### src/rtl/pseq_pkg.sv
package pseq_pkg;

   typedef enum logic [2:0] {
      PS_RST   = 3'd0,
      PS_OFF   = 3'd1,
      PS_DRAIN = 3'd2,
      PS_CLAMP = 3'd3,
      PS_RAMP  = 3'd4,
      PS_FAST  = 3'd5,
      PS_RUN   = 3'd6
   } pseq_state_e;

   typedef struct packed {
      logic clamp;
      logic conn;
      logic sink;
      logic audio;
      logic wr_ok;
   } pseq_ctl_t;

   function automatic pseq_ctl_t pseq_ctl_of(input pseq_state_e s);
      pseq_ctl_t c;
      c = '{clamp: 1'b1, conn: 1'b0, sink: 1'b0, audio: 1'b0, wr_ok: 1'b0};
      case (s)
         PS_OFF:   c.wr_ok = 1'b1;
         PS_DRAIN: begin c.clamp = 1'b0; c.sink = 1'b1; c.wr_ok = 1'b1; end
         PS_CLAMP: c.clamp = 1'b1;
         PS_RAMP,
         PS_FAST:  begin c.clamp = 1'b0; c.conn = 1'b1; end
         PS_RUN:   begin c.clamp = 1'b0; c.conn = 1'b1; c.audio = 1'b1; end
         default:  c.clamp = 1'b1;
      endcase
      return c;
   endfunction

endpackage

### src/rtl/pseq_evt_count.sv
module pseq_evt_count #(
   parameter int unsigned LIMIT = 4
) (
   input  logic clk,
   input  logic rst_n,
   input  logic clr,
   input  logic ev,
   output logic done
);
   localparam int unsigned CW = $clog2(LIMIT + 1);
   localparam logic [CW-1:0] CNT_END = CW'(LIMIT);

   generate
      if (LIMIT < 1) begin : g_bad_limit
         $error("pseq_evt_count: LIMIT must be at least 1");
      end
   endgenerate

   logic [CW-1:0] cnt;

   always_ff @(posedge clk or negedge rst_n) begin
      if (!rst_n)
         cnt <= '0;
      else if (clr)
         cnt <= '0;
      else if (ev && (cnt != CNT_END))
         cnt <= cnt + 1'b1;
   end

   assign done = (cnt == CNT_END);

endmodule

### src/rtl/pseq_hold_timer.sv
module pseq_hold_timer #(
   parameter int unsigned HOLD_W    = 10,
   parameter int unsigned US_PER_MS = 1000
) (
   input  logic              clk,
   input  logic              rst_n,
   input  logic              clr,
   input  logic              us_tick,
   input  logic [HOLD_W-1:0] hold_ms,
   output logic              done
);
   localparam logic [HOLD_W-1:0] MS_SAT = '1;

   generate
      if (HOLD_W < 1) begin : g_bad_w
         $error("pseq_hold_timer: HOLD_W must be at least 1");
      end
      if (US_PER_MS < 1) begin : g_bad_div
         $error("pseq_hold_timer: US_PER_MS must be at least 1");
      end
   endgenerate

   logic              ms_step;
   logic [HOLD_W-1:0] ms_cnt;
   logic [HOLD_W-1:0] hold_lat;

   generate
      if (US_PER_MS == 1) begin : g_no_div
         assign ms_step = us_tick;
      end else begin : g_div
         localparam int unsigned SW = $clog2(US_PER_MS);
         localparam logic [SW-1:0] SUB_END = SW'(US_PER_MS - 1);
         logic [SW-1:0] sub;
         always_ff @(posedge clk or negedge rst_n) begin
            if (!rst_n)
               sub <= '0;
            else if (clr)
               sub <= '0;
            else if (us_tick)
               sub <= (sub == SUB_END) ? '0 : sub + 1'b1;
         end
         assign ms_step = us_tick && (sub == SUB_END);
      end
   endgenerate

   always_ff @(posedge clk or negedge rst_n) begin
      if (!rst_n) begin
         ms_cnt   <= '0;
         hold_lat <= '0;
      end else if (clr) begin
         ms_cnt   <= '0;
         hold_lat <= hold_ms;
      end else if (ms_step && (ms_cnt != MS_SAT)) begin
         ms_cnt   <= ms_cnt + 1'b1;
      end
   end

   assign done = (ms_cnt >= hold_lat);

endmodule

### src/rtl/pseq_ramp.sv
module pseq_ramp #(
   parameter int unsigned RAMP_BITS = 10,
   parameter int unsigned RAMP_DIV  = 10
) (
   input  logic                 clk,
   input  logic                 rst_n,
   input  logic                 run,
   input  logic                 force_full,
   input  logic                 smp_tick,
   output logic [RAMP_BITS-1:0] code,
   output logic                 full
);
   localparam logic [RAMP_BITS-1:0] CODE_MAX = '1;

   generate
      if (RAMP_BITS < 1) begin : g_bad_bits
         $error("pseq_ramp: RAMP_BITS must be at least 1");
      end
      if (RAMP_DIV < 1) begin : g_bad_div
         $error("pseq_ramp: RAMP_DIV must be at least 1");
      end
   endgenerate

   logic step;

   generate
      if (RAMP_DIV == 1) begin : g_every_tick
         assign step = run && smp_tick;
      end else begin : g_divided
         localparam int unsigned DW = $clog2(RAMP_DIV);
         localparam logic [DW-1:0] DIV_END = DW'(RAMP_DIV - 1);
         logic [DW-1:0] div_cnt;
         always_ff @(posedge clk or negedge rst_n) begin
            if (!rst_n)
               div_cnt <= '0;
            else if (!run)
               div_cnt <= '0;
            else if (smp_tick)
               div_cnt <= (div_cnt == DIV_END) ? '0 : div_cnt + 1'b1;
         end
         assign step = run && smp_tick && (div_cnt == DIV_END);
      end
   endgenerate

   always_ff @(posedge clk or negedge rst_n) begin
      if (!rst_n)
         code <= '0;
      else if (force_full)
         code <= CODE_MAX;
      else if (!run)
         code <= '0;
      else if (step && (code != CODE_MAX))
         code <= code + 1'b1;
   end

   assign full = (code == CODE_MAX);

endmodule

### src/rtl/pseq_top.sv
module pseq_top
   import pseq_pkg::*;
#(
   parameter int unsigned FAST_US       = 50,
   parameter int unsigned CLAMP_SAMPLES = 1000,
   parameter int unsigned RAMP_BITS     = 10,
   parameter int unsigned RAMP_DIV      = 10,
   parameter int unsigned HOLD_W        = 10,
   parameter int unsigned US_PER_MS     = 1000
) (
   input  logic                 clk,
   input  logic                 rst_n,
   input  logic                 pdn_bit,
   input  logic                 slow_start,
   input  logic [HOLD_W-1:0]    hold_ms,
   input  logic                 smp_tick,
   input  logic                 us_tick,
   output logic                 clamp_en,
   output logic [RAMP_BITS-1:0] ramp_code,
   output logic                 buf_conn,
   output logic                 sink_en,
   output logic                 audio_en,
   output logic                 reg_wr_ok
);
   pseq_state_e st_q, st_d;
   pseq_ctl_t   ctl;
   logic        clamp_done, fast_done, hold_done, ramp_full;
   pseq_state_e up_target;

   assign up_target = slow_start ? PS_CLAMP : PS_FAST;

   always_ff @(posedge clk or negedge rst_n) begin
      if (!rst_n)
         st_q <= PS_RST;
      else
         st_q <= st_d;
   end

   always_comb begin
      st_d = st_q;
      case (st_q)
         PS_RST:   st_d = PS_OFF;
         PS_OFF:   if (!pdn_bit) st_d = up_target;
         PS_DRAIN: if (!pdn_bit && hold_done) st_d = up_target;
         PS_CLAMP: if (pdn_bit) st_d = PS_DRAIN;
                   else if (clamp_done) st_d = PS_RAMP;
         PS_RAMP:  if (pdn_bit) st_d = PS_DRAIN;
                   else if (ramp_full) st_d = PS_RUN;
         PS_FAST:  if (pdn_bit) st_d = PS_DRAIN;
                   else if (fast_done) st_d = PS_RUN;
         PS_RUN:   if (pdn_bit) st_d = PS_DRAIN;
         default:  st_d = PS_RST;
      endcase
   end

   pseq_evt_count #(.LIMIT(CLAMP_SAMPLES)) u_clamp_cnt (
      .clk   (clk),
      .rst_n (rst_n),
      .clr   (st_q != PS_CLAMP),
      .ev    (smp_tick),
      .done  (clamp_done)
   );

   pseq_evt_count #(.LIMIT(FAST_US)) u_fast_cnt (
      .clk   (clk),
      .rst_n (rst_n),
      .clr   (st_q != PS_FAST),
      .ev    (us_tick),
      .done  (fast_done)
   );

   pseq_hold_timer #(.HOLD_W(HOLD_W), .US_PER_MS(US_PER_MS)) u_hold (
      .clk     (clk),
      .rst_n   (rst_n),
      .clr     (st_q != PS_DRAIN),
      .us_tick (us_tick),
      .hold_ms (hold_ms),
      .done    (hold_done)
   );

   pseq_ramp #(.RAMP_BITS(RAMP_BITS), .RAMP_DIV(RAMP_DIV)) u_ramp (
      .clk        (clk),
      .rst_n      (rst_n),
      .run        (st_q == PS_RAMP),
      .force_full ((st_q == PS_FAST) || (st_q == PS_RUN)),
      .smp_tick   (smp_tick),
      .code       (ramp_code),
      .full       (ramp_full)
   );

   assign ctl       = pseq_ctl_of(st_q);
   assign clamp_en  = ctl.clamp;
   assign buf_conn  = ctl.conn;
   assign sink_en   = ctl.sink;
   assign audio_en  = ctl.audio;
   assign reg_wr_ok = ctl.wr_ok;

endmodule

### config.mk
export PLATFORM = sky130hd
export DESIGN_NAME = pseq_top
export DESIGN_NICKNAME = d
export VERILOG_FILES = /design/src/rtl/pseq_pkg.sv /design/src/rtl/pseq_evt_count.sv /design/src/rtl/pseq_hold_timer.sv /design/src/rtl/pseq_ramp.sv /design/src/rtl/pseq_top.sv
export SDC_FILE = /design/constraint.sdc
export NUM_CORES = 1
export LEC_CHECK = 0
export ABC_AREA = 1
export BUFFER_PORTS_ARGS = -buffer_cell sky130_fd_sc_hd__buf_4
export CAP_MARGIN = 20
export CORE_AREA = 3 3 88 90
export DETAILED_ROUTE_END_ITERATION = 8
export DIE_AREA = 0 0 91 93
export PLACE_DENSITY = 0.75
export RECOVER_POWER = 25
export SYNTH_ARGS = -nofsm -noshare
export SYNTH_HDL_FRONTEND = slang
export SYNTH_SLANG_ARGS = --single-unit
### constraint.sdc
create_clock -name clk -period 2.04 [get_ports clk]
set_input_delay 0.102 -clock clk [delete_from_list [all_inputs] [get_ports clk]]
set_output_delay 0.102 -clock clk [all_outputs]
set_load 0.1 [all_outputs]
==> impl_metrics.yaml <==
synthesis:
  async_reset_ff_share_pct: 100
  ys.warnings.count: 0
  synth_nets: 551
  synth_top_family_by_area: "simple AND/OR/NAND/NOR gates"
  synth_area_mm2: 0.00387
  avgSynthCellArea_um2: 7.50
  synth-seq-cells: 63
  synth-compound-area-share_pct: 10.3
  synth-xor-area-share_pct: 2.26
  synthCells: 516
  synthAdderAreaFrac_pct: 6.14
  synth_edf_count: 0
  yosys.area_share.simple_pct: 30.9
  synthDistinctLibCells: 37
  synth-seq-area-share_pct: 40.7
  synth_ff_type: "dfrtp_1"
  synthMuxAreaShare_pct: 0.646
floorplan:
  core_mm2: 0.00714
  dieWidth_um: 91
  die_h_um: 93
  start_util_pct: 54.3
  pin_count: 31
  die_area_mm2: 0.00846
  rows: 31
cts:
  htree_levels: 3
  clockBufferDepth: 2
  path_clk_slew_ns: 0.07
  cts_buffers: 9
  cts_root_buf: "clkbuf_8"
  clk_latency_ns: 0.34
  cts.sinks: 63
  tritoncts: "yes"
drt:
  dr_total_vias: 3463
  ant_nets: 0
  drc: 0
  drt_iter0_markers: 208
  drt_wl_total_um: 8190
  vias_per_cell: 5.19
  wl_per_cell_um: 12.3
  dr.pass1.iters: 5
timing:
  hold_viol: 0
  relSlewSlack_pct: 46.6
  whs_ns: 0.0332
  clock.fmax_mhz: 534
  finalSetupViolations: 0
  tightest_slew_ns: 0.802
  rsz0062_at_grt: "false"
  setup_tns_ns: 0
  period_minus_slack_ns: 1.87
  drv_slew: 0
  fin_skew_ns: 0.00866
  fin_crit_sh_pct: 91.8
cells_and_area:
  post_route_cells_drive_above_1_share_pct: 15.0
  syn2layout_area_growth_pct: 16.3
  antenna_cells: 0
  finalNetCount: 598
job:
  drv_cap: 0
setup_path:
  end_kind: "output port"
  r2r_slack_ns: 0.34
  arrival_ns: 1.77
  cp.required_ns: 1.94
  startpoint: "st_q[0]$_DFFE_PN0P_"
  ff2ff_path_depth: 7
  r2r_end: "u_hold.g_div.sub[5]$_DFFE_PN0P_"
  worstSetupPathType: "flip-flop to output port"
  cp-start-kind: "flip-flop"
  rr_startpoint: "st_q[0]$_DFFE_PN0P_"
  crit_end: "buf_conn"
  crit_fanout: 23
pwr:
  finalPower_uw: 5030
  p_leak_uw: 0.00220
  p_switching_uw: 2420
  p_clk_share_pct: 21.6
  seqPwrFrac_pct: 31.9
  switching_share_pct: 48.1
  pwr-share-comb_pct: 46.6
  power.density_mw_per_mm2: 1120
  vdd_drop_max_mv: 0.509
  p_int_uw: 2610
global_route:
  antenna_found_initial: 0
  grt_max_degree: 64
  grt_pass1_vias: 3172
  track_usage_pct: 21.0
  grt_pass1_wl_um: 14300
  grt_overflow_total: 0
placement:
  hpwl_um: 5800
  gp_congestion: 0.873
  port_buffers: 30
worst_hold_path:
  holdCritPathClass: "input pin to flip-flop"
run_status:
  status: "complete, no violations"
==> state kept, by name (all words and copies together) (netlist names) <==
register / cells
u_clamp_cnt.cnt: 10
u_hold.g_div.sub: 10
u_hold.hold_lat: 10
u_hold.ms_cnt: 10
u_ramp.code: 10
u_fast_cnt.cnt: 6
u_ramp.g_divided.div_cnt: 4
st_q: 3
==> cell type report <==
class	count	area, µm²
Timing Repair Buffer	46	377
Fill cell	629	2630
Clock inverter	4	45.0
Sequential cell	63	1580
Tap cell	99	124
Multi-Input combinational cell	370	1960
Inverter	73	277
Clock buffer	12	145
==> metal layers <==
layer,GRT usage (%),wire length [µm],vias to the layer above
li1,-,-,1782
met1,27.8,3790,1577
met2,33.4,3870,91
met3,5.47,386,13
met4,7.54,143,0
met5,0,0,-
==> worst min-delay path by stage <==
stage | start | end | slack (ns) | cells past startpoint
5_1_grt | us_tick | u_hold.g_div.sub[1]$_DFFE_PN0P_ | 0.04 | 3
3_3_place_gp | rst_n | st_q[0]$_DFFE_PN0P_ | 0.25 | 1
3_5_place_dp | rst_n | st_q[0]$_DFFE_PN0P_ | 0.25 | 1
2_1_floorplan | rst_n | st_q[0]$_DFFE_PN0P_ | -0.19 | 0
6_report | us_tick | u_hold.g_div.sub[1]$_DFFE_PN0P_ | 0.03 | 3
4_1_cts | us_tick | u_hold.g_div.sub[1]$_DFFE_PN0P_ | 0.03 | 3
==> cells in the final DEF, fill, tap and decap left out, types with 2 or more instances in the layout <==
| master | n |
|---|---|
| ha_1 | 19 |
| nor2_1 | 38 |
| buf_4 | 34 |
| nand3_1 | 34 |
| nand4_1 | 24 |
| o21bai_1 | 2 |
| dlygate4sd3_1 | 11 |
| nand2_4 | 2 |
| or2_2 | 3 |
| o22ai_1 | 3 |
| inv_1 | 63 |
| nand3_2 | 2 |
| nor3_1 | 8 |
| o21ai_1 | 8 |
| xor2_1 | 9 |
| clkinv_2 | 3 |
| o21ai_0 | 36 |
| nor2_2 | 2 |
| inv_2 | 9 |
| clkbuf_8 | 10 |
| clkbuf_1 | 2 |
| nand2_2 | 7 |
| dfrtp_2 | 3 |
| a21oi_1 | 21 |
| nand2_1 | 136 |
| o31ai_1 | 2 |
| dfrtp_1 | 60 |
| nor3_2 | 2 |
==> worst max-delay path, cell delays in order (launching register included) <==
cell and delay [ns]:
dfrtp_1 0.50, inv_1 0.09, nand2_2 0.10, inv_2 0.04, nand2_1 0.08, nand2_1 0.09, inv_4 0.19, nand2_1 0.12
buf_6 0.20
==> metrics by stage <==
step / instance area, µm² / utilization [%] / instances / setup slack [ns]
detailed placement: 4190 / 58.7 / 640 / 0.357
global route: 4500 / 63.1 / 667 / 0.0264
global placement: 4190 / 58.7 / 640 / 0.379
floorplan: 3880 / - / 516 / 0.0432
finish: 4500 / 63.1 / 667 / 0.167
CTS: 4490 / 62.9 / 667 / 0.0365
==> synthesized netlist by cell type (2+ instances only) <==
cell type    n  area, µm²
inv_1       63        236
buf_2        3       15.0
clkbuf_1     2       7.51
ha_1        19        238
nor3_1       8       40.0
o21ai_0     36        180
nand3_1     34        170
nand2_1    136        510
nor3_2       3       30.0
nand3_2      2       20.0
nand4_1     24        150
nand2_2      7       43.8
o21ai_1      8       40.0
o31ai_1      2       15.0
o21bai_1     2       15.0
o22ai_1      3       18.8
inv_2       10       37.5
dfrtp_1     63       1580
nor2_1      39        146
or2_2        3       18.8
xor2_1       9       78.8
a21oi_1     21        105
nand2_4      2       22.5
buf_6        4       45.0
==> power by group through the flow <==
stage               Sequential [µW]  Clock, µW  Combinational (µW)
finish                         1600       1090                2340
global placement               1610          0                2270
global route                   1630       1170                2580
floorplan                      1960          0                1490
detailed placement             1620          0                2300
CTS                            1590       1100                2330
==> cells by family (layout without fill, tap and decap cells) <==
logic type | after synthesis | after routing
AOI/OAI and AO/OA | 75 | 75
and+or+nand+nor | 264 | 264
xor gates and xnor gates | 10 | 10
buffers and inverters | 83 | 135
muxes | 2 | 2
DFF | 63 | 63
adders and majority gates | 19 | 19
==> timing repair <==
item,CTS,global route
endpoints found under the setup margin,0,1
hold buffers,11,0
hold endpoints to repair,73,0
resized for setup,0,4
setup buffers,0,0
(Power assumes the default switching activity.)
